## src/rtl/ccd_htg_pkg.sv

```systemverilog
package ccd_htg_pkg;

    // Registered pulse bundle shared by the pulse shaper and the top.
    typedef struct packed {
        logic fh1;
        logic fh2;
        logic fh1b;
        logic fh2b;
        logic rst;
        logic cds;
        logic sh;
        logic blank;
    } hpulse_t;

    // Value held during reset: phase 2 parked high, everything else low.
    localparam hpulse_t PULSE_RST = '{
        fh1:   1'b0,
        fh2:   1'b1,
        fh1b:  1'b0,
        fh2b:  1'b1,
        rst:   1'b0,
        cds:   1'b0,
        sh:    1'b0,
        blank: 1'b0
    };

endpackage

```

## src/rtl/ccd_htg_counter.sv

```systemverilog
module ccd_htg_counter #(
    parameter int unsigned PIX_TICKS = 4,
    parameter int unsigned LINE_NTSC = 1212,
    parameter int unsigned LINE_PAL  = 1236,
    parameter int unsigned PIX_W     = 11,
    parameter int unsigned SUB_W     = 2
) (
    input  logic             clk_i,
    input  logic             rst_ni,
    input  logic             hd_i,
    input  logic             std_pal_i,
    output logic [PIX_W-1:0] pix_o,
    output logic [SUB_W-1:0] sub_o
);

    localparam logic [PIX_W-1:0] LAST_N   = PIX_W'(LINE_NTSC - 1);
    localparam logic [PIX_W-1:0] LAST_P   = PIX_W'(LINE_PAL - 1);
    localparam logic [SUB_W-1:0] SUB_LAST = SUB_W'(PIX_TICKS - 1);

    typedef struct packed {
        logic [PIX_W-1:0] pix;
        logic [SUB_W-1:0] sub;
        logic             hd;
    } cnt_t;

    cnt_t             cnt_d, cnt_q;
    logic [PIX_W-1:0] last_d;

    always_comb begin
        cnt_d    = cnt_q;
        cnt_d.hd = hd_i;
        last_d   = std_pal_i ? LAST_P : LAST_N;
        if (hd_i && !cnt_q.hd) begin
            // rising edge of the line reference: restart the line
            cnt_d.pix = '0;
            cnt_d.sub = '0;
        end else if (cnt_q.sub == SUB_LAST) begin
            cnt_d.sub = '0;
            // ">=" also recovers when the standard shrinks the line mid-count
            cnt_d.pix = (cnt_q.pix >= last_d) ? '0 : cnt_q.pix + 1'b1;
        end else begin
            cnt_d.sub = cnt_q.sub + 1'b1;
        end
    end

    always_ff @(posedge clk_i or negedge rst_ni) begin
        if (!rst_ni) begin
            cnt_q <= '0;
        end else begin
            cnt_q <= cnt_d;
        end
    end

    assign pix_o = cnt_q.pix;
    assign sub_o = cnt_q.sub;

endmodule

```

## src/rtl/ccd_htg_window.sv

```systemverilog
module ccd_htg_window #(
    parameter int unsigned PIX_W          = 11,
    parameter int unsigned BLANK_START_A  = 8,
    parameter int unsigned BLANK_START_B  = 3,
    parameter int unsigned BLANK_END_NTSC = 210,
    parameter int unsigned BLANK_END_PAL  = 234
) (
    input  logic [PIX_W-1:0] pix_i,
    input  logic             std_pal_i,
    input  logic             sens_b_i,
    output logic             blank_o
);

    localparam logic [PIX_W-1:0] START_A = PIX_W'(BLANK_START_A);
    localparam logic [PIX_W-1:0] START_B = PIX_W'(BLANK_START_B);
    localparam logic [PIX_W-1:0] END_N   = PIX_W'(BLANK_END_NTSC);
    localparam logic [PIX_W-1:0] END_P   = PIX_W'(BLANK_END_PAL);

    logic [PIX_W-1:0] start_d;
    logic [PIX_W-1:0] stop_d;

    // Sensor type moves the opening edge, TV standard moves the closing edge.
    always_comb begin
        start_d = sens_b_i  ? START_B : START_A;
        stop_d  = std_pal_i ? END_P   : END_N;
        blank_o = (pix_i >= start_d) && (pix_i < stop_d);
    end

endmodule

```

## src/rtl/ccd_htg_pulse.sv

```systemverilog
module ccd_htg_pulse
    import ccd_htg_pkg::*;
#(
    parameter int unsigned PIX_TICKS = 4,
    parameter int unsigned SUB_W     = 2
) (
    input  logic             clk_i,
    input  logic             rst_ni,
    input  logic [SUB_W-1:0] sub_i,
    input  logic             blank_i,
    input  logic             mirror_i,
    input  logic             phase_fix_i,
    input  logic             cds_ret_i,
    input  logic             sh_ret_i,
    output hpulse_t          pls_o,
    output logic             cds_o,
    output logic             sh_o
);

    // PIX_TICKS must be even and at least 4 so reset, clamp and sample
    // each get a tick of their own.
    localparam logic [SUB_W-1:0] HALF     = SUB_W'(PIX_TICKS / 2);
    localparam logic [SUB_W-1:0] SUB_LAST = SUB_W'(PIX_TICKS - 1);

    hpulse_t pls_d, pls_q;

    always_comb begin
        pls_d       = pls_q;
        pls_d.fh1   = (sub_i < HALF);
        pls_d.fh2   = !(sub_i < HALF);
        pls_d.fh1b  = mirror_i ? pls_d.fh2 : pls_d.fh1;
        pls_d.fh2b  = mirror_i ? pls_d.fh1 : pls_d.fh2;
        pls_d.rst   = (sub_i < HALF);
        pls_d.cds   = (sub_i == HALF) && !blank_i;
        pls_d.sh    = (sub_i == SUB_LAST) && !blank_i;
        pls_d.blank = blank_i;
    end

    always_ff @(posedge clk_i or negedge rst_ni) begin
        if (!rst_ni) begin
            pls_q <= PULSE_RST;
        end else begin
            pls_q <= pls_d;
        end
    end

    assign pls_o = pls_q;

    // Final sampling pulses: internal phase, or the externally delayed copy.
    always_comb begin
        cds_o = phase_fix_i ? pls_q.cds : cds_ret_i;
        sh_o  = phase_fix_i ? pls_q.sh  : sh_ret_i;
    end

endmodule

```

## src/rtl/ccd_htg.sv

```systemverilog
module ccd_htg
    import ccd_htg_pkg::*;
#(
    parameter int unsigned PIX_TICKS      = 4,
    parameter int unsigned LINE_NTSC      = 1212,
    parameter int unsigned LINE_PAL       = 1236,
    parameter int unsigned BLANK_START_A  = 8,
    parameter int unsigned BLANK_START_B  = 3,
    parameter int unsigned BLANK_END_NTSC = 210,
    parameter int unsigned BLANK_END_PAL  = 234
) (
    input  logic clk_i,
    input  logic rst_ni,
    input  logic hd_i,
    input  logic std_pal_i,
    input  logic sens_b_i,
    input  logic mirror_i,
    input  logic phase_fix_i,
    input  logic cds_ret_i,
    input  logic sh_ret_i,
    output logic fh1_o,
    output logic fh2_o,
    output logic fh1b_o,
    output logic fh2b_o,
    output logic rst_pulse_o,
    output logic blank_o,
    output logic cds_loop_o,
    output logic sh_loop_o,
    output logic cds_o,
    output logic sh_o
);

    localparam int unsigned LINE_MAX = (LINE_PAL > LINE_NTSC) ? LINE_PAL : LINE_NTSC;
    localparam int unsigned PIX_W    = $clog2(LINE_MAX);
    localparam int unsigned SUB_W    = (PIX_TICKS > 2) ? $clog2(PIX_TICKS) : 1;

    logic [PIX_W-1:0] pix_w;
    logic [SUB_W-1:0] sub_w;
    logic             blank_w;
    hpulse_t          pls_w;

    ccd_htg_counter #(
        .PIX_TICKS (PIX_TICKS),
        .LINE_NTSC (LINE_NTSC),
        .LINE_PAL  (LINE_PAL),
        .PIX_W     (PIX_W),
        .SUB_W     (SUB_W)
    ) u_counter (
        .clk_i     (clk_i),
        .rst_ni    (rst_ni),
        .hd_i      (hd_i),
        .std_pal_i (std_pal_i),
        .pix_o     (pix_w),
        .sub_o     (sub_w)
    );

    ccd_htg_window #(
        .PIX_W          (PIX_W),
        .BLANK_START_A  (BLANK_START_A),
        .BLANK_START_B  (BLANK_START_B),
        .BLANK_END_NTSC (BLANK_END_NTSC),
        .BLANK_END_PAL  (BLANK_END_PAL)
    ) u_window (
        .pix_i     (pix_w),
        .std_pal_i (std_pal_i),
        .sens_b_i  (sens_b_i),
        .blank_o   (blank_w)
    );

    ccd_htg_pulse #(
        .PIX_TICKS (PIX_TICKS),
        .SUB_W     (SUB_W)
    ) u_pulse (
        .clk_i       (clk_i),
        .rst_ni      (rst_ni),
        .sub_i       (sub_w),
        .blank_i     (blank_w),
        .mirror_i    (mirror_i),
        .phase_fix_i (phase_fix_i),
        .cds_ret_i   (cds_ret_i),
        .sh_ret_i    (sh_ret_i),
        .pls_o       (pls_w),
        .cds_o       (cds_o),
        .sh_o        (sh_o)
    );

    assign fh1_o       = pls_w.fh1;
    assign fh2_o       = pls_w.fh2;
    assign fh1b_o      = pls_w.fh1b;
    assign fh2b_o      = pls_w.fh2b;
    assign rst_pulse_o = pls_w.rst;
    assign blank_o     = pls_w.blank;
    assign cds_loop_o  = pls_w.cds;
    assign sh_loop_o   = pls_w.sh;

endmodule

```

## config.mk

```make
export PLATFORM = sky130hd
export DESIGN_NAME = ccd_htg
export DESIGN_NICKNAME = d
export VERILOG_FILES = /design/src/rtl/ccd_htg_pkg.sv /design/src/rtl/ccd_htg_counter.sv /design/src/rtl/ccd_htg_window.sv /design/src/rtl/ccd_htg_pulse.sv /design/src/rtl/ccd_htg.sv
export SDC_FILE = /design/constraint.sdc
export NUM_CORES = 1
export LEC_CHECK = 0
export ABC_AREA = 1
export BUFFER_PORTS_ARGS = -buffer_cell sky130_fd_sc_hd__buf_4
export CORE_MARGIN = 8
export CORE_UTILIZATION = 33
export DETAILED_ROUTE_END_ITERATION = 10
export SYNTH_ARGS = -nofsm -noshare
export SYNTH_HDL_FRONTEND = slang
export SYNTH_SLANG_ARGS = --single-unit
```

## constraint.sdc

```tcl
create_clock -name clk_i -period 1.95 [get_ports clk_i]
set_input_delay 0.585 -clock clk_i [delete_from_list [all_inputs] [get_ports clk_i]]
set_output_delay 0.585 -clock clk_i [all_outputs]
set_load 0.02 [all_outputs]
```

==> flow_results.org <==
** Outcome
- The run finished with clean final reports.

** Global routing
- The number of antenna violations at the first check in global routing was 0.
- The via count of the first global-routing pass is 1,126.
- Entering global routing, the biggest net connects 22 pins.
- Global route overflow :: 0
- The first global-routing pass estimated 5.01 mm of wire.
- For this run, the total global-route usage over all layers was measured as 0.0988.

** Floorplan
- The floorplan step set the die width to 79.3 µm.
- The initial utilization of the core area, before any placement, comes to 0.336.
- 19 I/O pins were placed.
- Row Count :: 23
- Die Height :: 79.3 µm
- Die Area :: approximately 6300 µm²
- In this run the standard cell core region covers a little under 4000 µm².

** Placement
- In this run the tool buffered the top-level ports with 18 buffer cells.
- Placement Cell Area :: about 1500 µm²
- Final HPWL from detailed placement :: 2.20 mm
- Routability-driven placement finished with a final weighted congestion of 0.809.

** Clocking
- Clock latency on the worst-skew pair, taken at its later pin, is about 0.26 ns.
- The tree is rooted in a sky130_fd_sc_hd__clkbuf_8.
- Post-CTS repair timing setup buffer count :: 0
- Clock-pin slew was measured on the worst setup and hold paths at 0.08 ns.
- In this run, CTS created clock tree buffers numbering 3.
- H-tree levels :: 1
- CTS tree :: built
- The clock drives 21 sinks.
- Post-CTS repair changed the size of 0 cells.
- Worst-case clock buffer depth :: 2
- Buffers inserted to repair hold after CTS numbered 0.

** Layout
- Total Nets Final :: 219
- Multi-input combinational cell area :: 691 µm²
- Post-route design area :: 1570 µm²
- Of the cells placed in the final design, the portion with a size suffix greater than 1 is 0.188.
- The sequential cells in the finished layout cover a total of between 500 and 600 µm².
- The number of antenna diodes in the final layout is 0.
- Relative to the synthesized area, the layout overhead comes to 18.4%.
- Count of fill cells added during filler insertion :: 425

** Power
- Static leakage :: around 0.86 nW
- Pwr Density :: 996 nW/µm²
- VDD IR-drop max :: 0.000352 V

** STA
- Setup violators final :: 0
- Worst hold slack after final layout :: 0.199 ns
- Worst-Margin Slew :: 0.416 ns
- RSZ-0062 raised after global routing :: no
- Worst slew margin relative to its limit :: 0.722
- Across the routed clock network, the largest skew measured is around 0.0042 ns.
- Final worst path period share :: 0.888
- Max Clk Rate :: 577 MHz
- Final setup TNS :: 0 ns
- Final Hold Viols :: 0
- Shortest period the worst path allows :: 1.73 ns
- Final max-slew violation count :: 0

** Drt
- The detailed router finished its first iteration with a little under 60 violations.
- Post-detailed-route wirelength per cell :: ~11 µm
- The routed design has roughly 2.8 mm of wire.
- Routed via count :: ~1,100
- In the routed design, unresolved DRC markers number 0.
- Dividing the detail-routed via count by the number of cells gives 4.53.
- The first detailed-routing pass took 4 iterations.
- Residual antenna-violating net count after detailed routing :: 0

** Logic synthesis
- In the synthesized netlist, the number of instances is between 150 and 200.
- Net count of the mapped netlist :: 196
- In this run, synthesis produced a sequential element count of 21.
- Sequential cell area fraction in the yosys report :: 0.399
- Dividing the synthesized area by the synthesized cell count gives 7.56 µm².
- Synth unique cells :: 21
- Area of the mapped netlist :: 1320 µm²
- Number of warning messages in the yosys log :: 0

** Worst setup path
- STA puts the critical path data arrival time at 1.15 ns.
- Startpoint type of the worst setup path :: primary input
- The worst setup path is captured at a primary output.
- For flop-to-flop paths, the worst setup slack is 0.36 ns.
- Number of cells traversed by the worst register-to-register path :: 8
- Worst Path Class, Setup :: primary input to primary output
- The startpoint identified for the worst register-to-register timing path is u_counter.sub_o[1]$_DFF_PN0_.
- Required @ worst endpoint :: 1.36 ns
- Along the worst path, the maximum fanout reaches 2.
- Endpoint of the worst register-to-register path :: u_counter.pix_o[6]$_DFFE_PN0P_

** Job
- Number of violations of the max-capacitance limit :: 0

** Hold path
- In this run the worst hold path is classified as primary input to async pin.
## cells by family after synthesis
| logic type | count (synthesis) | synth area share |
|---|---|---|
| adder cells (fa/ha/maj) | 12 | 0.113 |
| XOR/XNOR | 6 | 0.0397 |
| AO/OA/AOI/OAI | 7 | 0.0312 |
| buffers and inverters | 27 | 0.0794 |
| multiplexers | 2 | 0.0170 |
| AND/OR/NAND/NOR | 100 | 0.320 |
| flip-flops | 21 | 0.399 |
## layer usage
layer,vias up,wire (µm),global-route usage,share of wire
met4,0,62,0.0574,0.022
met3,4,88,0.0113,0.031
met2,12,1300,0.166,0.47
met5,-,0,0,0
met1,521,1350,0.119,0.48
li1,583,-,-,-
## cells in the final DEF, fill, tap and decap left out
cell type	Yosys	routed
sky130_fd_sc_hd__a21oi_1	3	3
sky130_fd_sc_hd__nand3_1	15	15
sky130_fd_sc_hd__xor2_1	6	6
sky130_fd_sc_hd__o21bai_1	1	1
sky130_fd_sc_hd__nor2_1	25	25
sky130_fd_sc_hd__inv_1	22	22
sky130_fd_sc_hd__nand2_1	51	51
sky130_fd_sc_hd__nand4_1	1	1
sky130_fd_sc_hd__mux2_2	2	2
sky130_fd_sc_hd__buf_4	1	19
sky130_fd_sc_hd__clkinv_2	0	1
sky130_fd_sc_hd__nor2_4	1	1
sky130_fd_sc_hd__o21ai_2	1	1
sky130_fd_sc_hd__nor2_2	3	3
sky130_fd_sc_hd__dfstp_2	2	2
sky130_fd_sc_hd__inv_2	4	4
sky130_fd_sc_hd__nor3_1	2	2
sky130_fd_sc_hd__dfrtp_1	19	19
sky130_fd_sc_hd__nand2_4	1	1
sky130_fd_sc_hd__clkbuf_8	0	3
sky130_fd_sc_hd__or2_1	1	1
sky130_fd_sc_hd__ha_1	12	12
sky130_fd_sc_hd__o21ai_0	2	2
## worst max path at each step
stage / startpoint / to / slack, ns
global placement: std_pal_i / u_counter.pix_o[4]$_DFFE_PN0P_ / 0.15
global route: u_counter.sub_o[1]$_DFF_PN0_ / u_counter.pix_o[6]$_DFFE_PN0P_ / 0.18
CTS: phase_fix_i / sh_o / 0.21
detailed placement: std_pal_i / u_counter.pix_o[9]$_DFFE_PN0P_ / 0.12
floorplan: std_pal_i / u_counter.pix_o[4]$_DFFE_PN0P_ / 0.38
finish: phase_fix_i / cds_o / 0.22
## worst max-delay path, stage by stage
cell and delay [ns]:
sky130_fd_sc_hd__buf_4 0.09, sky130_fd_sc_hd__mux2_2 0.32, sky130_fd_sc_hd__buf_4 0.16
## registers in the layout (all words and copies together) (netlist names)
register / cells
u_counter.sub_o: 2
u_counter.cnt_q: 1
u_counter.pix_o: 11
u_pulse.pls_o: 7
## metrics by stage
| step | power (mW) | utilization | std cells | setup slack [ns] |
|---|---|---|---|---|
| final | 1.56 | 0.398 | 247 | 0.218 |
| after global routing | 1.70 | 0.398 | 247 | 0.181 |
| after CTS | 1.59 | 0.398 | 247 | 0.214 |
| after detailed placement | 1.30 | 0.386 | 243 | 0.121 |
| after global placement | 1.29 | 0.386 | 243 | 0.149 |
| after floorplan | 1.05 | - | 175 | 0.379 |
## report_power, final
group	switching [mW]	total, mW	internal [mW]
sequential	0.109	0.676	0.567
combinational	0.361	0.604	0.243
clock	0.140	0.283	0.142
total	0.610	1.56	0.952
## synthesized netlist by cell type
library cell | number | area (µm²)
sky130_fd_sc_hd__ha_1 | 12 | 150
sky130_fd_sc_hd__dfstp_2 | 2 | 52.6
sky130_fd_sc_hd__or2_1 | 1 | 6.26
sky130_fd_sc_hd__xor2_1 | 6 | 52.6
sky130_fd_sc_hd__nor2_4 | 1 | 11.3
sky130_fd_sc_hd__a21oi_1 | 3 | 15.0
sky130_fd_sc_hd__nand4_1 | 1 | 6.26
sky130_fd_sc_hd__inv_1 | 22 | 82.6
sky130_fd_sc_hd__o21ai_0 | 2 | 10.0
sky130_fd_sc_hd__nand2_4 | 1 | 11.3
sky130_fd_sc_hd__buf_4 | 1 | 7.51
sky130_fd_sc_hd__dfrtp_1 | 19 | 475
sky130_fd_sc_hd__o21ai_2 | 1 | 8.76
sky130_fd_sc_hd__nor2_1 | 25 | 93.8
sky130_fd_sc_hd__o21bai_1 | 1 | 7.51
sky130_fd_sc_hd__nand3_1 | 15 | 75.1
sky130_fd_sc_hd__inv_2 | 4 | 15.0
sky130_fd_sc_hd__nor2_2 | 3 | 18.8
sky130_fd_sc_hd__nor3_1 | 2 | 10.0
sky130_fd_sc_hd__mux2_2 | 2 | 22.5
sky130_fd_sc_hd__nand2_1 | 51 | 191
## final cells by class
| cell class | instances | share of cell area |
|---|---|---|
| Clock buffer | 3 | 0.0263 |
| Clock inverter | 1 | 0.00319 |
| Inverter | 26 | 0.0623 |
| Multi-Input combinational cell | 127 | 0.441 |
| Sequential cell | 21 | 0.337 |
| Tap cell | 50 | 0.0399 |
| Timing Repair Buffer | 19 | 0.0910 |
Note: power is estimated with default switching activity, not from simulation.
